$ cat src/rtl/rxsel_pkg.sv
package rxsel_pkg;

    typedef enum logic {
        SRC_REF  = 1'b0,
        SRC_DATA = 1'b1
    } clk_src_e;

    typedef struct packed {
        logic level;
        logic range;
        logic density;
    } qual_t;

    // Decide whether the qualifier set permits tracking the data stream.
    function automatic logic qual_pass(input qual_t q, input logic full_check);
        if (full_check)
            return q.level & q.range & q.density;
        else
            return q.range;
    endfunction

endpackage

$ cat src/rtl/rxsel_density_mon.sv
module rxsel_density_mon #(
    parameter int RUN_LIMIT = 60
) (
    input  logic clk,
    input  logic rst,
    input  logic bit_in,
    output logic dens_ok
);
    localparam int CNT_W = $clog2(RUN_LIMIT + 1);
    localparam logic [CNT_W-1:0] LIMIT_V = CNT_W'(RUN_LIMIT);

    logic             prev_q;
    logic [CNT_W-1:0] run_q;
    logic [CNT_W-1:0] run_n;
    logic             ok_q;
    logic             ok_n;
    logic             edge_seen;

    assign edge_seen = (bit_in != prev_q);

    always_comb begin
        if (edge_seen) begin
            run_n = '0;
            ok_n  = 1'b1;
        end else begin
            run_n = (run_q == LIMIT_V) ? LIMIT_V : run_q + 1'b1;
            ok_n  = ok_q & (run_n != LIMIT_V);
        end
    end

    always_ff @(posedge clk) begin
        if (rst) begin
            prev_q <= 1'b0;
            run_q  <= '0;
            ok_q   <= 1'b0;
        end else begin
            prev_q <= bit_in;
            run_q  <= run_n;
            ok_q   <= ok_n;
        end
    end

    assign dens_ok = ok_q;


    edge_restores_chk: assert property (@(posedge clk) disable iff (rst)
        edge_seen |=> (dens_ok && run_q == '0));


    run_bound_chk: assert property (@(posedge clk) disable iff (rst)
        run_q <= LIMIT_V);


    limit_fails_chk: assert property (@(posedge clk) disable iff (rst)
        (run_q == LIMIT_V) |-> !dens_ok);

endmodule

$ cat src/rtl/rxsel_src_arb.sv
module rxsel_src_arb
    import rxsel_pkg::*;
(
    input  logic     clk,
    input  logic     rst,
    input  qual_t    qual,
    input  logic     full_check,
    input  logic     use_local_n,
    output clk_src_e src_q,
    output logic     link_fault_n
);
    clk_src_e src_n;
    logic     fault_n_q;

    always_comb begin
        if (!use_local_n)
            src_n = SRC_REF;
        else if (qual_pass(qual, full_check))
            src_n = SRC_DATA;
        else
            src_n = SRC_REF;
    end

    always_ff @(posedge clk) begin
        if (rst) begin
            src_q     <= SRC_REF;
            fault_n_q <= 1'b0;
        end else begin
            src_q     <= src_n;
            fault_n_q <= (src_n == SRC_DATA);
        end
    end

    assign link_fault_n = fault_n_q;


    force_ref_chk: assert property (@(posedge clk) disable iff (rst)
        !use_local_n |=> (src_q == SRC_REF));


    force_fault_chk: assert property (@(posedge clk) disable iff (rst)
        !use_local_n |=> !link_fault_n);


    all_good_track_chk: assert property (@(posedge clk) disable iff (rst)
        (use_local_n && full_check && qual.level && qual.range && qual.density)
        |=> (src_q == SRC_DATA));


    qual_drop_chk: assert property (@(posedge clk) disable iff (rst)
        (full_check && (!qual.level || !qual.range)) |=> (src_q == SRC_REF));


    range_only_chk: assert property (@(posedge clk) disable iff (rst)
        (use_local_n && !full_check) |=> ((src_q == SRC_DATA) == $past(qual.range)));

endmodule

$ cat src/rtl/rxsel_lock_arb.sv
module rxsel_lock_arb
    import rxsel_pkg::*;
#(
    parameter int RUN_LIMIT = 60
) (
    input  logic clk,
    input  logic rst,
    input  logic rx_bit,
    input  logic lvl_ok,
    input  logic rng_ok,
    input  logic qual_en,
    input  logic use_local_n,
    output logic track_data,
    output logic link_fault_n
);
    logic     dens_ok;
    qual_t    qual;
    clk_src_e src;

    rxsel_density_mon #(
        .RUN_LIMIT(RUN_LIMIT)
    ) dens_i (
        .clk    (clk),
        .rst    (rst),
        .bit_in (rx_bit),
        .dens_ok(dens_ok)
    );

    always_comb begin
        qual.level   = lvl_ok;
        qual.range   = rng_ok;
        qual.density = dens_ok;
    end

    rxsel_src_arb arb_i (
        .clk         (clk),
        .rst         (rst),
        .qual        (qual),
        .full_check  (qual_en),
        .use_local_n (use_local_n),
        .src_q       (src),
        .link_fault_n(link_fault_n)
    );

    assign track_data = (src == SRC_DATA);


    fault_tracks_sel_chk: assert property (@(posedge clk) disable iff (rst)
        link_fault_n == track_data);

endmodule

$ cat config.mk
export PLATFORM = sky130hd
export DESIGN_NAME = rxsel_lock_arb
export DESIGN_NICKNAME = d
export VERILOG_FILES = /design/src/rtl/rxsel_pkg.sv /design/src/rtl/rxsel_density_mon.sv /design/src/rtl/rxsel_src_arb.sv /design/src/rtl/rxsel_lock_arb.sv
export SDC_FILE = /design/constraint.sdc
export NUM_CORES = 1
export LEC_CHECK = 0
export BUFFER_PORTS_ARGS = -buffer_cell sky130_fd_sc_hd__buf_2
export CAP_MARGIN = 5
export CORE_AREA = 5 5 42 44
export CTS_CLUSTER_SIZE = 10
export DETAILED_ROUTE_END_ITERATION = 12
export DIE_AREA = 0 0 47 49
export SYNTH_ARGS = -nofsm -noshare
export SYNTH_HDL_FRONTEND = slang
export SYNTH_HIERARCHICAL = 1
export SYNTH_SLANG_ARGS = --single-unit
export TNS_END_PERCENT = 10
$ cat constraint.sdc
create_clock -name clk -period 1.9 [get_ports clk]
set_input_delay 0 -clock clk [delete_from_list [all_inputs] [get_ports clk]]
set_output_delay 0 -clock clk [all_outputs]
set_load 0.01 [all_outputs]
==> impl_metrics.py, run 1 <==
metrics = {
    "status": {
        "outcome": "completed",
    },
    "cts": {
        "root_buffer": "clkbuf_4",
        "clk_pin_slew_ns": 0.06,
        "cts_tree": "built",
        "clock_latency_ns": 0.26,
        "cts_resized": 0,
        "cts_inserted_buffers": 3,
        "cts_sinks": 9,
        "clk_path_buf_depth": 2,
        "h-tree-depth": 1,
    },
    "worst_setup_path": {
        "critPathArrivalTime_ns": 1.73,
        "r2r-start": "dens_i/run_q[0]$_SDFF_PP0_",
        "cp_data_required_time_ns": 2.06,
        "rrSetupSlack_ns": 0.33,
        "crit_family": "compound AO/OA/AOI/OAI gates",
        "r2r-end": "dens_i/dens_ok$_SDFF_PP0_",
        "cp-start-kind": "register",
        "r2r_cells": 5,
        "critical_path_buf_inv_count": 0,
        "crit_path_cell_trace": "ha_1 -> a31oi_2 -> a2111oi_4 -> o2111ai_1 -> and3_1",
        "end_kind": "register",
        "worstPathMaxFanout": 6,
        "cpMaxStageDelayCell": "dfxtp_1",
        "crit_path_max_incr_delay_ns": 0.40,
        "worst-setup-path-type": "reg -> reg",
    },
    "placed_design": {
        "post-place-ws_ns": 0.341,
        "hpwl_um": 667,
        "io_buffers": 8,
        "post-place-cells": 74,
        "gp_congestion": 0.762,
    },
    "cells_and_area": {
        "layout.cells.non_filler": 82,
        "nets": 76,
        "multiInputGateArea_um2": 267,
        "syn2layout_area_growth_pct": 24.3,
        "final.fill_count": 154,
        "final_layout_size_suffix_gt1_share_pct": 24.2,
        "regArea_um2": 180,
        "insertedDiodeCount": 0,
    },
    "detailed_routing": {
        "ant_nets": 0,
        "wirelength_um": 895,
        "drc": 0,
        "vias": 400,
        "avgViaCountPerCell": 4.88,
        "drtIter0Drc": 4,
        "wl_per_cell_um": 10.9,
        "first_pass_iters": 4,
    },
    "yosys": {
        "yosysMostFrequentCell": "dfxtp_1",
        "ys.flop_type": "dfxtp_1",
        "ys_warn_count": 6,
        "synth.avg_cell_area_um2": 9.10,
        "synth_area_leaders": "dfxtp_1 (38%), a2111oi_4 (5.8%), ha_1 (5.3%), nand2_1 (4.0%), nor2_1 (4.0%)",
        "syn_inst": 52,
        "synth_top_area_share_pct": 38.1,
        "yosys-top-cells-count": "dfxtp_1 (9), nand2_1 (5), nor2_1 (5)",
        "async_reset_ff_share_pct": 0,
        "synth_seq_area_share_pct": 38.1,
        "yosys.cell_types.count": 27,
        "synthesis.nets": 61,
        "synth_area_um2": 473,
        "synth_top_area_cell": "dfxtp_1",
        "ys_seq_elements": 9,
        "synth_edf_count": 0,
    },
    "timing": {
        "rsz0062_at_grt": "no",
        "fin_skew_ns": 0.00946,
        "relSlewSlack_pct": 76.8,
        "finalHoldViolations": 0,
        "post-route-period-util_pct": 82.6,
        "drv_slew": 0,
        "fin_ws_ns": 0.331,
        "tns_ns": 0,
        "finalCriticalPeriod_ns": 1.57,
        "setup_viol": 0,
        "fmax_mhz": 637,
        "worst_pin_slew_ns": 0.347,
    },
    "global_route": {
        "grt_pass1_vias": 395,
        "grt-ovfl-total": 0,
        "antenna_found_initial": 0,
        "grt_max_degree": 7,
        "grt_pass1_wl_mm": 1.66,
        "grt_usage_pct": 10.1,
    },
    "power_and_ir_drop": {
        "power.density_nw_per_um2": 665,
        "peakVddDrop_uv": 390,
        "leakage_nw": 0.218,
    },
    "floorplanning": {
        "fp.dieH_um": 49,
        "ios": 9,
        "start_util_pct": 33.8,
        "fp.dieW_um": 47,
        "rows": 14,
        "fp.dieArea_um2": 2300,
        "core_um2": 1400,
    },
    "run": {
        "maxCapViolCount": 0,
    },
    "min_path": {
        "hold_class": "in -> reg",
        "min_from": "rx_bit",
        "holdPathEnd": "dens_i/dens_ok$_SDFF_PP0_",
        "holdPathStages": 5,
    },
}
how the worst max path moves through the flow:
stage / start / end / slack [ns] / depth (start not counted)
5_1_grt: dens_i/run_q[0]$_SDFF_PP0_ / dens_i/dens_ok$_SDFF_PP0_ / 0.22 / 5
3_3_place_gp: dens_i/run_q[0]$_SDFF_PP0_ / dens_i/dens_ok$_SDFF_PP0_ / 0.38 / 5
2_1_floorplan: dens_i/run_q[0]$_SDFF_PP0_ / dens_i/dens_ok$_SDFF_PP0_ / 0.43 / 5
6_report: dens_i/run_q[0]$_SDFF_PP0_ / dens_i/dens_ok$_SDFF_PP0_ / 0.33 / 5
3_5_place_dp: dens_i/run_q[0]$_SDFF_PP0_ / dens_i/dens_ok$_SDFF_PP0_ / 0.34 / 5
4_1_cts: dens_i/run_q[0]$_SDFF_PP0_ / dens_i/dens_ok$_SDFF_PP0_ / 0.33 / 5
routing by layer:
layer	track usage [%]	share of wire, %
met5	0	0
met4	4.15	1.5
met3	5.54	5.3
met2	15.6	52
met1	11.0	41
cells in the final DEF, fill, tap and decap left out, types with 2 or more instances in the layout:
master	n
dfxtp_1	9
buf_2	8
nand2_1	5
nor2_1	5
dlygate4sd3_1	4
inv_1	4
clkbuf_4	3
nor3_1	3
nand3_1	2
xnor2_1	2
or2b_1	2
ha_1	2
logic make-up after synthesis:
family | synth area share (%)
adder cells (fa/ha/maj) | 5.29
flip-flops | 38.1
AND/OR/NAND/NOR | 23.3
XOR/XNOR | 5.56
AO/OA/AOI/OAI | 22.2
buffers and inverters | 5.55
timing repair:
| item | in CTS | in global routing |
|---|---|---|
| endpoints found under the hold margin | 2 | 0 |
| buffers inserted | 0 | 0 |
| hold buffers | 4 | 0 |
final cells by class:
cell class                 count  share of cell area, %
inverter                       4                   2.55
multi-input combinational     37                   45.3
timing repair buffer          12                   13.6
tap                           16                   3.40
sequential                     9                   30.6
clock buffer                   4                   4.47
stage by stage:
stage / utilization [%] / area [um2] / hold WS (ns) / total power, mW
2_1_floorplan: - / 473 / 0.0646 / 0.231
5_1_grt: 42.0 / 588 / 0.255 / 0.423
6_report: 42.0 / 588 / 0.238 / 0.391
3_3_place_gp: 37.2 / 522 / 0.186 / 0.242
4_1_cts: 42.0 / 588 / 0.236 / 0.396
3_5_place_dp: 37.2 / 522 / 0.187 / 0.242
power by group:
| group | leakage (nW) | total (mW) | switching, mW | internal [mW] |
|---|---|---|---|---|
| clock network | 0.0150 | 0.147 | 0.0665 | 0.0809 |
| registers | 0.0735 | 0.202 | 0.00584 | 0.196 |
| logic | 0.130 | 0.0419 | 0.0209 | 0.0210 |
worst reg2reg max path, delay by kind of cell (launching register included):
kind	cells	cell delay (ns)
AOI/OAI and AO/OA	3	0.65
adders and majority gates	1	0.25
DFF	1	0.40
and+or+nand+nor	1	0.17
sequential cells by signal (all words and copies together) (netlist names):
signal	cells
arb_i/link_fault_n	1
dens_i/dens_ok	1
dens_i/prev_q	1
dens_i/run_q	6
No activity file was read; power rests on OpenSTA's default activity.
==> inputs of run 2 (changes only) <==
==> constraint.sdc (replaced) <==
create_clock -name clk -period 1.3 [get_ports clk]
set_input_delay 0 -clock clk [delete_from_list [all_inputs] [get_ports clk]]
set_output_delay 0 -clock clk [all_outputs]
set_load 0.01 [all_outputs]
==> run 2 against run 1 <==
The flow now finishes with violations (setup timing). Design area grew 16%. Routed wire length grew 7.8%. Hold slack improved by 0.050 ns. Clock skew down 0.0060 ns. Sequential share of layout area decreased by 3.2 points. Fmax increased by 8.3%. Via count increased by 7.5%. Global-route usage is 0.37 points higher. Critical path depth is 1 higher. Largest power group unchanged.
==> impl_metrics.py, run 2 (synthesized netlist as in run 1, its figures left out) <==
metrics = {
    "status": {
        "outcome": "finished with violations",
        "violations": "setup timing",
    },
    "detailed_routing": {
        "avgViaCountPerCell": 4.78,
        "vias": 430,
        "drtIter0Drc": 5,
        "ant_nets": 0,
        "wirelength_um": 965,
        "drc": 0,
        "wl_met1_um": 447,
        "met3_length_um": 53,
        "dr.max_layer_used": "met4",
        "wl_per_cell_um": 10.7,
        "first_pass_iters": 4,
        "dr_wl_met2_um": 459,
    },
    "cts": {
        "h-tree-depth": 1,
        "clk_pin_slew_ns": 0.06,
        "cts_inserted_buffers": 3,
        "cts_sinks": 9,
        "cts_tree": "built",
        "clock_latency_ns": 0.25,
        "root_buffer": "clkbuf_4",
        "clk_path_buf_depth": 2,
    },
    "placed_design": {
        "gp_congestion": 0.779,
        "post-place-ws_ns": -0.117,
        "hpwl_um": 747,
        "io_buffers": 8,
        "placed_area_um2": 588,
    },
    "floorplanning": {
        "rows": 14,
        "ios": 9,
        "fp.dieW_um": 47,
        "fp.dieH_um": 49,
        "fp.dieArea_um2": 2300,
        "start_util_pct": 33.8,
        "core_um2": 1400,
    },
    "worst_setup_path": {
        "rrSetupSlack_ns": -0.15,
        "cp.depth": 6,
        "critPathArrivalTime_ns": 1.60,
        "critical_path_buf_inv_count": 1,
        "crit_path_end": "dens_i/dens_ok$_SDFF_PP0_",
        "r2r-end": "dens_i/dens_ok$_SDFF_PP0_",
        "cp-start-kind": "register",
        "r2r_cells": 6,
        "cp_data_required_time_ns": 1.45,
        "worstPathMaxFanout": 3,
        "crit_path_cell_trace": "inv_2 -> ha_4 -> a21boi_2 -> a2111oi_4 -> o2111ai_1 -> and3_1",
        "r2r-start": "dens_i/run_q[1]$_SDFF_PP0_",
        "worst-setup-path-type": "reg -> reg",
        "crit_path_max_incr_delay_ns": 0.36,
        "cpMaxStageDelayCell": "dfxtp_4",
        "end_kind": "register",
        "startpoint": "dens_i/run_q[1]$_SDFF_PP0_",
        "crit_family": "compound AO/OA/AOI/OAI gates",
    },
    "cells_and_area": {
        "nets": 84,
        "final_layout_size_suffix_gt1_share_pct": 40.5,
        "top_register": "dens_i/run_q",
        "largest_reg_flops": 6,
        "syn2layout_area_growth_pct": 44.7,
        "fin_area_um2": 684,
        "mostFrequentLayoutCells": "buf_4 (8), buf_2 (8), dfxtp_1 (7)",
        "insertedDiodeCount": 0,
    },
    "timing": {
        "finalHoldViolations": 0,
        "post-route-period-util_pct": 111,
        "relSlewSlack_pct": 76.3,
        "drv_slew": 0,
        "setup_viol": 1,
        "worst_pin_slew_ns": 0.355,
        "fmax_mhz": 690,
        "fin_skew_ns": 0.00348,
        "finalCriticalPeriod_ns": 1.45,
        "fin_ws_ns": -0.149,
        "tns_ns": -0.149,
        "rsz0062_at_grt": "yes",
    },
    "min_path": {
        "hold_class": "in -> reg",
    },
    "global_route": {
        "grt_usage_pct": 10.5,
        "grt-ovfl-total": 0,
        "grt_max_degree": 7,
        "grt_pass1_vias": 403,
        "grt_pass1_wl_mm": 1.79,
        "antenna_found_initial": 0,
    },
    "power_and_ir_drop": {
        "peakVddDrop_uv": 593,
        "power.switching_uw": 144,
        "power.density_nw_per_um2": 876,
        "power_frac_comb_pct": 15.5,
        "leakage_nw": 0.258,
        "internal-power_uw": 456,
        "p_seq_share_pct": 49.0,
        "pwr-share-clk_pct": 35.5,
        "switching_share_pct": 24.0,
    },
    "run": {
        "maxCapViolCount": 0,
    },
}
[run 2: cell count changes in the layout (fill, tap and decap cells not counted), sizes merged]
| cell | delta |
|---|---|
| buf | +8 |
[run 2: how the worst min path moves through the flow]
stage | start | to | slack [ns] | cells past startpoint
3_5_place_dp | qual_en | arb_i/link_fault_n$_SDFF_PP0_ | 0.19 | 2
4_1_cts | rx_bit | dens_i/dens_ok$_SDFF_PP0_ | 0.28 | 5
6_report | rx_bit | dens_i/dens_ok$_SDFF_PP0_ | 0.29 | 5
2_1_floorplan | rst | arb_i/link_fault_n$_SDFF_PP0_ | 0.06 | 1
3_3_place_gp | qual_en | arb_i/link_fault_n$_SDFF_PP0_ | 0.19 | 2
5_1_grt | rx_bit | dens_i/dens_ok$_SDFF_PP0_ | 0.34 | 5
[run 2: power by group through the flow]
stage,logic [mW],registers [mW],clock network [mW]
final,0.0930,0.294,0.213
after global routing,0.104,0.295,0.247
after CTS,0.0937,0.294,0.226
after detailed placement,0.0721,0.302,0
after global placement,0.0709,0.301,0
after floorplan,0.0391,0.303,0
[run 2: layer usage]
metal  GRT usage [%]  vias to the layer above
met5               0                        -
met4            4.15                        0
met3            3.32                        2
met2            13.6                       10
met1            15.5                      190
li1                -                      228
[run 2: timing repair]
action,4_1_cts,5_1_grt
hold endpoints to repair,2,0
endpoints found under the setup margin,1,1
pin swaps,5,0
resized for setup,5,0
buffers inserted,2,0
hold buffers,4,0
[run 2: metrics by stage]
| step | utilization [%] | power, mW | std cells | hold WS, ns |
|---|---|---|---|---|
| 6_report | 48.8 | 0.600 | 90 | 0.288 |
| 5_1_grt | 48.8 | 0.646 | 90 | 0.338 |
| 4_1_cts | 48.8 | 0.613 | 90 | 0.280 |
| 3_5_place_dp | 42.0 | 0.374 | 80 | 0.193 |
| 3_3_place_gp | 42.0 | 0.372 | 80 | 0.187 |
| 2_1_floorplan | - | 0.342 | 52 | 0.0646 |
[run 2: cell type report]
type                    instances  area [um2]
fillers                       135         717
inverters                       4        15.0
well taps                      16        20.0
flip-flops and latches          9         188
clock buffers                   4        26.3
repair buffers                 20         140
multi-input cells              37         295
[run 2: worst min-delay path, delay by kind of cell]
kind                   cells  cell delay, ns
AND/OR/NAND/NOR            3            0.29
XOR/XNOR                   1            0.11
buffers and inverters      1            0.09
